**config.mk**
```make
export PLATFORM = sky130hd
export DESIGN_NAME = nest_irq_ctrl
export DESIGN_NICKNAME = d
export VERILOG_FILES = /design/src/rtl/nirq_pkg.sv /design/src/rtl/nirq_arbiter.sv /design/src/rtl/nirq_level_stack.sv /design/src/rtl/nirq_enable_ctrl.sv /design/src/rtl/nest_irq_ctrl.sv
export SDC_FILE = /design/constraint.sdc
export NUM_CORES = 1
export LEC_CHECK = 0
export CAP_MARGIN = 30
export CORE_MARGIN = 5
export CORE_UTILIZATION = 45
export DETAILED_ROUTE_END_ITERATION = 10
export GPL_TIMING_DRIVEN = 0
export PLACE_DENSITY = 0.77
export SETUP_SLACK_MARGIN = 0.3
export SLEW_MARGIN = 15
export SYNTH_ARGS = -nofsm -noshare
export SYNTH_HDL_FRONTEND = slang
export SYNTH_SLANG_ARGS = --single-unit
```
**constraint.sdc**
```tcl
create_clock -name clk -period 7.5 [get_ports clk]
set_input_delay 1.5 -clock clk [delete_from_list [all_inputs] [get_ports clk]]
set_output_delay 1.5 -clock clk [all_outputs]
set_load 0.02 [all_outputs]
```
**src/rtl/nirq_pkg.sv**
```systemverilog
package nirq_pkg;

  // Width of a priority code; level 0 is the most urgent.
  localparam int PRIO_W = 2;
  localparam int LEVELS = 1 << PRIO_W;

  typedef logic [PRIO_W-1:0] prio_t;

  // Enable state updates, ordered by precedence.
  typedef enum logic [1:0] {
    IE_KEEP  = 2'd0,
    IE_SET   = 2'd1,
    IE_CLEAR = 2'd2
  } ie_op_e;

  // True when a candidate code may preempt the level in service.
  function automatic logic may_preempt(input prio_t cand, input prio_t cur,
                                       input logic cur_valid);
    return !cur_valid || (cand < cur);
  endfunction

  // True when candidate a should replace the current best b.
  function automatic logic beats(input prio_t a, input prio_t b,
                                 input logic have_b);
    return !have_b || (a < b);
  endfunction

  // Next enable operation from the event strobes of one cycle.
  function automatic ie_op_e ie_decide(input logic grant, input logic dis,
                                       input logic en, input logic ret);
    if (grant || dis) return IE_CLEAR;
    if (en || ret) return IE_SET;
    return IE_KEEP;
  endfunction

endpackage

```
**src/rtl/nirq_arbiter.sv**
```systemverilog
module nirq_arbiter
  import nirq_pkg::*;
#(
  parameter int NSRC  = 8,
  localparam int IDX_W = (NSRC > 1) ? $clog2(NSRC) : 1
) (
  input  logic [NSRC-1:0]        pend,
  input  logic [NSRC-1:0]        mask,
  input  logic [NSRC*PRIO_W-1:0] prio_flat,
  input  logic                   cur_valid,
  input  prio_t                  cur_level,
  output logic                   win_valid,
  output logic [IDX_W-1:0]       win_idx,
  output prio_t                  win_prio
);

  prio_t            prio_a [NSRC];
  logic [NSRC-1:0]  elig;

  // Per-source eligibility: pending, unmasked, and more urgent than service.
  for (genvar g = 0; g < NSRC; g++) begin : g_src
    assign prio_a[g] = prio_flat[g*PRIO_W +: PRIO_W];
    assign elig[g]   = pend[g] && !mask[g] &&
                       may_preempt(prio_a[g], cur_level, cur_valid);
  end

  // Ascending scan with strict compare keeps the lowest index on ties.
  always_comb begin
    win_valid = 1'b0;
    win_idx   = '0;
    win_prio  = '1;
    for (int i = 0; i < NSRC; i++) begin
      if (elig[i] && beats(prio_a[i], win_prio, win_valid)) begin
        win_valid = 1'b1;
        win_idx   = IDX_W'(i);
        win_prio  = prio_a[i];
      end
    end
  end

endmodule

```
**src/rtl/nirq_level_stack.sv**
```systemverilog
module nirq_level_stack
  import nirq_pkg::*;
#(
  parameter int DEPTH = 4,
  localparam int CNT_W  = $clog2(DEPTH + 1),
  localparam int SLOT_W = (DEPTH > 1) ? $clog2(DEPTH) : 1
) (
  input  logic             clk,
  input  logic             rst,
  input  logic             push,
  input  prio_t            push_level,
  input  logic             pop,
  output logic             top_valid,
  output prio_t            top_level,
  output logic             full,
  output logic [CNT_W-1:0] depth
);

  prio_t            lvl_q [DEPTH];
  logic [CNT_W-1:0] sp_q;
  logic             do_push;
  logic             do_pop;

  assign full    = (sp_q == CNT_W'(DEPTH));
  assign do_push = push && !full;
  assign do_pop  = pop && !push && (sp_q != '0);

  always_ff @(posedge clk) begin
    if (rst)          sp_q <= '0;
    else if (do_push) sp_q <= sp_q + 1'b1;
    else if (do_pop)  sp_q <= sp_q - 1'b1;
  end

  // One register per slot, written only when the pointer selects it.
  for (genvar e = 0; e < DEPTH; e++) begin : g_slot
    always_ff @(posedge clk) begin
      if (rst)                                     lvl_q[e] <= '1;
      else if (do_push && sp_q == CNT_W'(e))       lvl_q[e] <= push_level;
    end
  end

  always_comb begin
    top_level = '1;
    for (int e = 0; e < DEPTH; e++) begin
      if (sp_q == CNT_W'(e + 1)) top_level = lvl_q[e];
    end
  end

  assign top_valid = (sp_q != '0);
  assign depth     = sp_q;

  logic unused_slot;
  assign unused_slot = ^SLOT_W;

endmodule

```
**src/rtl/nirq_enable_ctrl.sv**
```systemverilog
module nirq_enable_ctrl
  import nirq_pkg::*;
(
  input  logic clk,
  input  logic rst,
  input  logic grant,
  input  logic ei_stb,
  input  logic di_stb,
  input  logic reti_stb,
  input  logic retire_stb,
  output logic ie,
  output logic hold
);

  ie_op_e op;
  logic   ie_q;
  logic   hold_q;

  assign op = ie_decide(grant, di_stb, ei_stb, reti_stb);

  always_ff @(posedge clk) begin
    if (rst) begin
      ie_q <= 1'b0;
    end else begin
      unique case (op)
        IE_CLEAR: ie_q <= 1'b0;
        IE_SET:   ie_q <= 1'b1;
        default:  ie_q <= ie_q;
      endcase
    end
  end

  // After a return, hold every acknowledge until one instruction retires.
  always_ff @(posedge clk) begin
    if (rst)                     hold_q <= 1'b0;
    else if (reti_stb)           hold_q <= 1'b1;
    else if (retire_stb)         hold_q <= 1'b0;
  end

  assign ie   = ie_q;
  assign hold = hold_q;

endmodule

```
**src/rtl/nest_irq_ctrl.sv**
```systemverilog
module nest_irq_ctrl
  import nirq_pkg::*;
#(
  parameter int NSRC  = 8,
  parameter int DEPTH = 4,
  localparam int IDX_W = (NSRC > 1) ? $clog2(NSRC) : 1,
  localparam int CNT_W = $clog2(DEPTH + 1)
) (
  input  logic                   clk,
  input  logic                   rst,
  input  logic [NSRC-1:0]        req_set,
  input  logic [NSRC-1:0]        src_mask,
  input  logic [NSRC*PRIO_W-1:0] src_prio,
  input  logic                   ei_stb,
  input  logic                   di_stb,
  input  logic                   reti_stb,
  input  logic                   retire_stb,
  output logic                   ack,
  output logic [IDX_W-1:0]       ack_src,
  output logic                   ie,
  output logic                   svc_valid,
  output prio_t                  svc_level,
  output logic [NSRC-1:0]        pend
);

  logic [NSRC-1:0]  pend_q;
  logic             win_valid;
  logic [IDX_W-1:0] win_idx;
  prio_t            win_prio;
  logic             stk_valid;
  prio_t            stk_level;
  logic             stk_full;
  logic [CNT_W-1:0] stk_depth;
  logic             ie_w;
  logic             hold_w;
  logic             grant_w;
  logic [NSRC-1:0]  clr_w;
  logic             ack_q;
  logic [IDX_W-1:0] ack_src_q;

  nirq_arbiter #(.NSRC(NSRC)) u_arb (
    .pend      (pend_q),
    .mask      (src_mask),
    .prio_flat (src_prio),
    .cur_valid (stk_valid),
    .cur_level (stk_level),
    .win_valid (win_valid),
    .win_idx   (win_idx),
    .win_prio  (win_prio)
  );

  // Acknowledge decision for this cycle.
  assign grant_w = win_valid && ie_w && !hold_w && !di_stb && !reti_stb &&
                   !stk_full;

  nirq_level_stack #(.DEPTH(DEPTH)) u_stk (
    .clk        (clk),
    .rst        (rst),
    .push       (grant_w),
    .push_level (win_prio),
    .pop        (reti_stb),
    .top_valid  (stk_valid),
    .top_level  (stk_level),
    .full       (stk_full),
    .depth      (stk_depth)
  );

  nirq_enable_ctrl u_en (
    .clk        (clk),
    .rst        (rst),
    .grant      (grant_w),
    .ei_stb     (ei_stb),
    .di_stb     (di_stb),
    .reti_stb   (reti_stb),
    .retire_stb (retire_stb),
    .ie         (ie_w),
    .hold       (hold_w)
  );

  assign clr_w = grant_w ? (NSRC'(1) << win_idx) : '0;

  always_ff @(posedge clk) begin
    if (rst) pend_q <= '0;
    else     pend_q <= (pend_q & ~clr_w) | req_set;
  end

  always_ff @(posedge clk) begin
    if (rst) begin
      ack_q     <= 1'b0;
      ack_src_q <= '0;
    end else begin
      ack_q <= grant_w;
      if (grant_w) ack_src_q <= win_idx;
    end
  end

  assign ack       = ack_q;
  assign ack_src   = ack_src_q;
  assign ie        = ie_w;
  assign svc_valid = stk_valid;
  assign svc_level = stk_level;
  assign pend      = pend_q;

endmodule

```
### Yosys cells after proc, flatten, opt, wreduce, memory -nomap -nowiden

Memory sizes are Yosys's and may differ from the RTL's.
Cells that the tools add are included.

| word-level totals | value |
|---|---|
| register bits | 17 |
| bits in writable memories | 8 |
| output and inout bits | 16 |
| logic and storage cells | 174 |
| memories | 1 |

Memory list:

| name | words | bits a word | rd ports | clocked after memory_dff | wr ports | RTL line | RTL |
|---|---|---|---|---|---|---|---|
| u_stk.lvl_q | 4 | 2 | 4 | 0 | 4 | nirq_level_stack.sv:19 | `prio_t lvl_q [DEPTH];` |

| operators by class | value |
|---|---|
| add/sub/neg operators | 2 |
| magnitude comparators | 15 |
| equal/unequal tests | 6 |
| shift-type cells | 1 |
| multiplexer cells | 58 |
| bitwise operators | 7 |
| reduce and logical (&&, ||, !) cells | 78 |

Operators by type and width:

| cell | count |
|---|---|
| $mux W2 | 22 |
| $logic_and A1 B1 Y1 | 35 |
| $lt A2 B2 Y1 | 15 |
| $mux W1 | 28 |
| $logic_not A1 Y1 | 21 |
| $mux W3 | 6 |
| $logic_or A1 B1 Y1 | 17 |
| $and A8 B8 Y8 | 1 |
| $mux W8 | 1 |
| $not A8 Y8 | 1 |
| $or A8 B8 Y8 | 1 |
| $shl A1 B3 Y8 const A | 1 |
| $eq A3 B2 Y1 const B | 2 |
| $reduce_bool A2 Y1 | 3 |
| $or A1 B1 Y1 | 4 |
| $add A3 B1 Y3 const B | 1 |
| $eq A3 B1 Y1 const B | 1 |
| $eq A3 B3 Y1 const B | 1 |
| $logic_not A3 Y1 | 1 |
| $reduce_bool A3 Y1 | 1 |
| $sub A3 B1 Y3 const B | 1 |
| $eq A2 B1 Y1 const B | 1 |
| $eq A2 B2 Y1 const B | 1 |
| $pmux W1 S2 | 1 |

### Longest topological paths before layout

Gate-level depths: netlist of run 1.

| depth | value |
|---|---|
| depth in word-level cells | 49 |
| mapped depth | 36 |
| mapped depth without buffers | 35 |

### Modules after synthesis

A second synthesis of run 1 with hierarchy kept.

| second synthesis, totals | value |
|---|---|
| cell total of the unflattened synthesis | 290 |
| area, all modules | 2473.6 um^2 |

Modules (own cells, without submodules):

| module | times used | cells each | area each (um^2) | seq. area each (um^2) |
|---|---|---|---|---|
| nirq_arbiter | 1 | 149 | 1142.3 | 0.0 |
| nirq_level_stack | 1 | 82 | 733.2 | 300.3 |
| nest_irq_ctrl | 1 | 52 | 520.5 | 240.2 |
| nirq_enable_ctrl | 1 | 7 | 77.6 | 40.0 |

### Worst setup path before layout of run 1

OpenSTA, ideal clock, no wires.

| timing path | value |
|---|---|
| kind | register -> register |
| from | register u_stk.sp_q[0] (netlist: u_stk.depth[0]) |
| to | memory u_stk.lvl_q[0][1] (netlist bit) (data pin) |
| data arrival time | 7.080 ns |
| required time | 7.236 ns |
| path slack | 0.156 ns |
| cell stages (with the launch flop) | 35 |
| period minus slack after synthesis | 7.344 ns |
| cells stage by stage | dfxtp_1 -> inv_1 -> ha_1 -> nor2b_1 -> a21oi_1 -> o21ai_0 -> a21oi_1 -> inv_1 -> ha_1 -> a21oi_1 -> o21ai_0 -> nand2b_1 -> o32ai_2 -> a21o_1 -> or2_4 -> nor2b_1 -> inv_1 -> ha_1 -> nor2_1 -> or4b_2 -> a2111oi_0 -> a211o_2 -> mux2i_1 -> ha_1 -> nor2_1 -> o21a_1 -> inv_1 -> o41a_1 -> mux2_4 -> ha_1 -> nor3_1 -> inv_1 -> o31ai_1 -> a22o_1 -> nand2_1 |

RTL lines:

| what | RTL line | RTL |
|---|---|---|
| start, declared | nirq_level_stack.sv:20 | `logic [CNT_W-1:0] sp_q;` |
| start signal, assigned | nirq_level_stack.sv:30 | `else if (do_push) sp_q <= sp_q + 1'b1;` |
| start signal, assigned | nirq_level_stack.sv:31 | `else if (do_pop) sp_q <= sp_q - 1'b1;` |
| end, declared | nirq_level_stack.sv:19 |  |

==> results of run 1 <==
area by class of cell:
cell class | instances | area (µm²) | area share
Clock buffer | 4 | 45.0 | 0.0144
Sequential cell | 25 | 581 | 0.185
Timing Repair Buffer | 69 | 663 | 0.211
Inverter | 20 | 77.6 | 0.0247
Buffer | 8 | 48.8 | 0.0156
Multi-Input combinational cell | 225 | 1640 | 0.522
Tap cell | 67 | 83.8 | 0.0267
cells in the mapped netlist (5+ instances only):
cell type and count:
inv_1 19, a211oi_1 7, ha_1 17, nand2_1 16
a21o_1 10, nor2b_1 10, o21ai_0 11, nand2b_1 9
edfxtp_1 8, a21oi_1 18, dfxtp_1 17, nor3_1 14
o22ai_1 5, nor2_1 37, nor4_1 5
critical path, delay by kind of cell:
family / cells / cell delay (ns)
AOI/OAI and AO/OA: 8 / 1.54
adders and majority gates: 3 / 0.82
buffers and inverters: 4 / 0.74
muxes: 2 / 0.58
and+or+nand+nor: 12 / 1.80
flip-flops by register name, summed over array words and instances (netlist names):
| signal | flops |
|---|---|
| pend | 8 |
| u_stk.lvl_q | 8 |
| ack_src | 3 |
| u_stk.depth | 3 |
| ack | 1 |
| u_en.hold | 1 |
| u_en.ie | 1 |
metal layers:
| layer | track usage | wire length (µm) | up-vias | part of all wire |
|---|---|---|---|---|
| li1 | - | - | 1179 | - |
| met1 | 0.261 | 2830 | 1095 | 0.45 |
| met2 | 0.330 | 2880 | 85 | 0.46 |
| met3 | 0.0348 | 545 | 5 | 0.087 |
| met4 | 0.0507 | 42 | 0 | 0.0067 |
| met5 | 0 | 0 | - | 0 |
final timing paths:
kind	to	slack, ns
setup / recovery	u_stk.lvl_q[0][0]	0.53
setup reg to reg	u_stk.lvl_q[0][0]	0.61
hold / removal	ack_src[0]	0.50
hold reg to reg	ack_src[0]	0.50
cell families (layout without fill, tap and decap cells):
| family | after synthesis | after routing |
|---|---|---|
| simple gates | 114 | 114 |
| compound gates | 90 | 90 |
| buf+inv | 28 | 101 |
| flops | 25 | 25 |
| fa+ha+maj | 18 | 18 |
| mux | 2 | 2 |
| xor+xnor | 1 | 1 |
metrics by stage:
| step | setup WS [ns] | power (mW) | hold WS (ns) | area, µm² | instances |
|---|---|---|---|---|---|
| global placement | -0.959 | 0.451 | 0.482 | 2850 | 398 |
| floorplan | 0.325 | 0.359 | 0.452 | 2240 | 278 |
| finish | 0.532 | 0.567 | 0.497 | 3140 | 418 |
| detailed placement | -1.03 | 0.457 | 0.481 | 2850 | 398 |
| global route | 0.281 | 0.604 | 0.517 | 3140 | 418 |
| CTS | 0.314 | 0.557 | 0.497 | 3020 | 409 |
repair_timing:
item,4_1_cts,5_1_grt
gates resized for setup,16,15
endpoints found under the setup margin,19,19
setup buffers,7,9
pin swaps,8,11
power breakdown:
part,internal (mW),leakage (nW),switching (mW)
clock network,0.0380,0.0228,0.0415
registers,0.149,0.195,0.00837
logic,0.140,1.05,0.189
cell usage in the layout, fill, tap and decap left out, types with 3 or more instances in the layout:
master           netlist  routed
a211oi_1               7       6
a211oi_2               2       3
a21o_1                10      10
a21oi_1               18      17
buf_4                  2      18
clkbuf_1               4       5
clkbuf_8               0       3
clkdlybuf4s50_1        0      48
dfxtp_1               17      17
dlymetal6s2s_1         0       5
edfxtp_1               8       8
ha_1                  17      14
inv_1                 19      18
nand2_1               16      16
nand2b_1               9       8
nand3b_1               3       3
nor2_1                37      35
nor2b_1               10       9
nor3_1                14      12
nor3_2                 1       3
nor3b_1                4       4
nor4_1                 5       5
o21a_1                 3       3
o21ai_0               11       8
o22ai_1                5       5
==> insert_results.sql, run 1 <==
INSERT INTO impl_metrics (metric_group, metric, value, unit) VALUES
('min_path', 'worst_hold_startpoint', 'ack_src[0]', ''),
('yosys', 'yosysWarnings', '0', ''),
('drt', 'avgViaCountPerCell', '5.66', ''),
('yosys', 'synth_xor_xnor_area_share', '0.00392', ''),
('critical_path', 'cp_data_required_time', '7.51', 'ns'),
('yosys', 'synthMuxAreaShare', '0.0112', ''),
('min_path', 'hp-class', 'register to register', ''),
('die', 'floorplan.die.width', '80.5', 'µm'),
('yosys', 'post_synth_instance_area', '0.00224', 'mm²'),
('cts', 'holdBufCountCts', '0', ''),
('die', 'floorplan.die.height', '80.5', 'µm'),
('global_routing', 'grt_start_max_net_pins', '14', ''),
('critical_path', 'crit_path_end_kind', 'register', ''),
('pwr', 'cellLeakagePower', '1.27', 'nW'),
('finish', 'fin_util', '0.655', ''),
('critical_path', 'timing.critical_path.slowest_stage_cell', 'or4b_4', ''),
('global_routing', 'grt_antenna_before_repair', '0', ''),
('global_routing', 'grt-ovfl-total', '0', ''),
('finish', 'area_growth_syn_to_layout', '40.3', '%'),
('global_routing', 'via_count_of_the_first_global_routing_pass', '2255', ''),
('min_path', 'timing.hold.worst_path_depth', '2', ''),
('yosys', 'syn_area_per_cell', '8.04', 'µm²'),
('die', 'initial_utilization', '0.467', ''),
('sta', 'fin_crit', '6.97', 'ns'),
('cts', 'cts_max_path_buffers', '2', ''),
('yosys', 'synth.area.top_cells', 'dfxtp_1, edfxtp_1, ha_1, nor2_1, a21oi_1', ''),
('sta', 'maxClockFrequency', '0.144', 'GHz'),
('yosys', 'post_synth_inst_count', '278', ''),
('placed_design', 'gp_routability_congestion', '0.894', ''),
('drt', 'routed_wirelength', '6.30', 'mm'),
('die', 'die_area', '0.00648', 'mm²'),
('cts', 'tritoncts.num_buffers', '3', ''),
('yosys', 'async_reset_ff_frac', '0', ''),
('yosys', 'largest_family_of_logic_cells_by_synthesized_area', 'compound AO/OA/AOI/OAI gates', ''),
('sta', 'tightest_slew', '0.752', 'ns'),
('cts', 'cts.htree.levels', '1', ''),
('cts', 'clock_tree.root_cell', 'clkbuf_8', ''),
('die', 'core_region_area', '0.00479', 'mm²'),
('global_routing', 'grt_pass1_wl', '10.1', 'mm'),
('yosys', 'postSynthNetCount', '333', ''),
('critical_path', 'worst_setup_path_startpoint', 'src_mask[2]', ''),
('cts', 'cts.clk_slew.worst_paths', '0.08', 'ns'),
('drt', 'first_pass_iters', '4', ''),
('finish', 'final_layout_size_suffix_gt1_frac', '0.171', ''),
('drt', 'drt_first_iter_violations', '101', ''),
('placed_design', 'dp_hpwl', '4.68', 'mm'),
('placed_design', 'io_buffers', '53', ''),
('pwr', 'power.density_cell_area', '181', 'mW/mm²'),
('sta', 'final.setup_skew', '0.00201', 'ns'),
('drt', 'post_route_antenna_net_violation_count', '0', ''),
('cts', 'cts_tree', 'yes', ''),
('critical_path', 'cp_common_cell', 'nor2_1', ''),
('yosys', 'synthFlopType', 'dfxtp_1', ''),
('die', 'core.rowCount', '25', ''),
('critical_path', 'critical-path-max-stage-delay', '0.49', 'ns'),
('yosys', 'seq_total_area_yosys', '0.260', ''),
('sta', 'finalHoldViolations', '0', ''),
('yosys', 'ys_seq_elements', '25', ''),
('sta', 'setup_violations', '0', ''),
('drt', 'vias', '2364', ''),
('critical_path', 'r2r_cells', '36', ''),
('sta', 'finalSetupTns', '0', 'ns'),
('run_status', 'run_status', 'finished, final reports clean', ''),
('critical_path', 'cp_launch_type', 'input pin', ''),
('cts', 'insertion_delay', '0.27', 'ns'),
('finish', 'layout.filler_cells', '397', ''),
('critical_path', 'regToRegStartpoint', 'u_stk.depth[0]', ''),
('yosys', 'synth_compound_gate_area_share', '0.301', ''),
('cts', 'numClockSinks', '25', ''),
('critical_path', 'crit_type', 'input pin to register', ''),
('sta', 'slew_headroom', '0.497', '');
Power figures use the tool's default switching activity.
==> run 2, diff against run 1 <==
--- a/config.mk
+++ b/config.mk
@@ -5,12 +5,12 @@
 export SDC_FILE = /design/constraint.sdc
 export NUM_CORES = 1
 export LEC_CHECK = 0
-export CAP_MARGIN = 30
 export CORE_MARGIN = 5
 export CORE_UTILIZATION = 45
 export DETAILED_ROUTE_END_ITERATION = 10
 export GPL_TIMING_DRIVEN = 0
 export PLACE_DENSITY = 0.77
+export REMOVE_ABC_BUFFERS = 1
 export SETUP_SLACK_MARGIN = 0.3
 export SLEW_MARGIN = 15
 export SYNTH_ARGS = -nofsm -noshare
==> insert_results.sql, run 2 (synthesis gave the netlist of run 1 again) <==
INSERT INTO impl_metrics (metric_group, metric, value, unit) VALUES
('sta', 'finalSetupTns', '0', 'ns'),
('cts', 'cts_tree', 'yes', ''),
('drt', 'drc_errors', '0', ''),
('critical_path', 'critical-path-max-stage-delay', '0.49', 'ns'),
('drt', 'drt_first_iter_violations', '161', ''),
('cts', 'cts.htree.levels', '1', ''),
('cts', 'numClockSinks', '25', ''),
('drt', 'first_pass_iters', '4', ''),
('global_routing', 'via_count_of_the_first_global_routing_pass', '2203', ''),
('cts', 'insertion_delay', '0.28', 'ns'),
('global_routing', 'grt_pass1_wl', '10.1', 'mm'),
('critical_path', 'regToRegStartpoint', 'u_stk.depth[1]', ''),
('die', 'core_region_area', '0.00479', 'mm²'),
('die', 'floorplan.die.width', '80.5', 'µm'),
('min_path', 'worst_hold_startpoint', 'ack_src[0]', ''),
('placed_design', 'placed_cells_incl_taps', '390', ''),
('sta', 'worst_hold_slack', '0.499', 'ns'),
('drt', 'post_route_antenna_net_violation_count', '0', ''),
('cts', 'tritoncts.num_buffers', '3', ''),
('pwr', 'cellLeakagePower', '1.23', 'nW'),
('cts', 'cts_max_path_buffers', '2', ''),
('drt', 'wire_per_inst', '15.6', 'µm'),
('global_routing', 'grt-ovfl-total', '0', ''),
('pwr', 'vdd_ir_drop_max', '108', 'µV'),
('drt', 'vias', '2327', ''),
('critical_path', 'cp_launch_type', 'input pin', ''),
('min_path', 'hp-class', 'register to register', ''),
('die', 'core.rowCount', '25', ''),
('critical_path', 'cp_data_required_time', '7.52', 'ns'),
('die', 'num_ports', '54', ''),
('sta', 'finalHoldViolations', '0', ''),
('die', 'initial_utilization', '0.467', ''),
('critical_path', 'crit_type', 'input pin to register', ''),
('critical_path', 'crit_fanout', '4', ''),
('die', 'floorplan.die.height', '80.5', 'µm'),
('placed_design', 'gp_routability_congestion', '0.879', ''),
('finish', 'final_layout_size_suffix_gt1_frac', '0.176', ''),
('sta', 'maxClockFrequency', '0.144', 'GHz'),
('finish', 'final-instance-count-excl-fill', '407', ''),
('placed_design', 'dp_hpwl', '4.60', 'mm'),
('sta', 'setup_violations', '0', ''),
('sta', 'min_period_over_period', '0.925', ''),
('finish', 'area_growth_syn_to_layout', '38.8', '%'),
('global_routing', 'grt_start_max_net_pins', '25', ''),
('pwr', 'power.density_cell_area', '185', 'mW/mm²'),
('placed_design', 'detailed_place.area', '0.00280', 'mm²'),
('placed_design', 'io_buffers', '53', ''),
('finish', 'fin_nets', '396', ''),
('critical_path', 'crit_path_end_kind', 'register', ''),
('pwr', 'p_total', '0.575', 'mW'),
('sta', 'slew_headroom', '0.332', ''),
('sta', 'tightest_slew', '0.999', 'ns'),
('sta', 'fin_crit', '6.94', 'ns'),
('die', 'die_area', '0.00648', 'mm²'),
('finish', 'layout.cells.most_common_list', 'clkdlybuf4s50_1, nor2_1, a21oi_1', ''),
('finish', 'layout.cell_area.non_filler', '0.00310', 'mm²'),
('cts', 'cts.clk_slew.worst_paths', '0.11', 'ns'),
('cts', 'clock_tree.root_cell', 'clkbuf_8', ''),
('drt', 'avgViaCountPerCell', '5.72', ''),
('critical_path', 'cp_common_cell', 'nor2_2', ''),
('sta', 'grt_setup_unrepaired', 'no', ''),
('global_routing', 'grt_antenna_before_repair', '0', ''),
('global_routing', 'grt_usage', '0.196', ''),
('cts', 'holdBufCountCts', '0', ''),
('critical_path', 'worst_setup_path_startpoint', 'src_mask[2]', ''),
('flow_run', 'timing.max_cap.violations', '0', ''),
('drt', 'routed_wirelength', '6.34', 'mm'),
('sta', 'final.setup_skew', '0.00483', 'ns'),
('sta', 'slew_violations', '0', ''),
('finish', 'antenna_cells', '0', ''),
('critical_path', 'timing.critical_path.slowest_stage_cell', 'or4b_4', ''),
('run_status', 'run_status', 'finished, final reports clean', ''),
('finish', 'most_common_library_cell_in_the_layout_ignoring_fill_and_taps', 'clkdlybuf4s50_1', ''),
('critical_path', 'r2r_slack', '0.66', 'ns'),
('critical_path', 'worstPathArrival', '6.96', 'ns');
## run 2: cell types whose count changed in the layout (fill, tap and decap cells not counted), sizes merged
cell,delta
buf,-6
clkbuf,-6
clkinvlp,+1
## run 2: power breakdown
part	leakage [nW]	total, mW	switching [mW]	internal, mW
Combinational	1.02	0.321	0.187	0.133
Clock	0.0217	0.0908	0.0529	0.0379
Sequential	0.197	0.164	0.0118	0.152
## run 2: cell type report
| class | count | area, µm² |
|---|---|---|
| clock buffers | 3 | 41.3 |
| fillers | 397 | 1680 |
| well taps | 67 | 83.8 |
| flip-flops and latches | 25 | 589 |
| repair buffers | 66 | 653 |
| inverters | 20 | 75.1 |
| clock inverters | 1 | 7.51 |
| multi-input cells | 225 | 1650 |
## run 2: routing by layer
layer / up-vias / share of wire / GRT usage
met3: 13 / 0.059 / 0.0314
met1: 1074 / 0.46 / 0.261
met5: - / 0 / 0
li1: 1164 / - / -
met2: 76 / 0.46 / 0.320
met4: 0 / 0.018 / 0.0676
## run 2: metrics by stage
step	setup WS [ns]	utilization
global route	0.244	0.649
finish	0.564	0.649
detailed placement	-0.976	0.586
CTS	0.327	0.621
floorplan	0.141	-
global placement	-0.946	0.586
## run 2: timing repair
action / in CTS / in global routing
hold endpoints to repair: 0 / 0
buffers inserted: 7 / 6
resized for setup: 17 / 24
setup endpoints to repair: 19 / 19
gates cloned: 0 / 0
pin swaps: 9 / 14
## run 2: critical path: cells and delay by family
| kind | cells | cell delay [ns] |
|---|---|---|
| AOI/OAI and AO/OA | 9 | 1.70 |
| buffers and inverters | 4 | 0.74 |
| adders and majority gates | 3 | 0.78 |
| and+or+nand+nor | 11 | 1.65 |
| muxes | 2 | 0.58 |
## run 2: worst paths after layout
check / endpoint / cells past startpoint
max reg2reg: u_stk.lvl_q[0][0] / 34
max: u_stk.lvl_q[0][0] / 29
min reg2reg: ack_src[0] / 2
min: ack_src[0] / 2
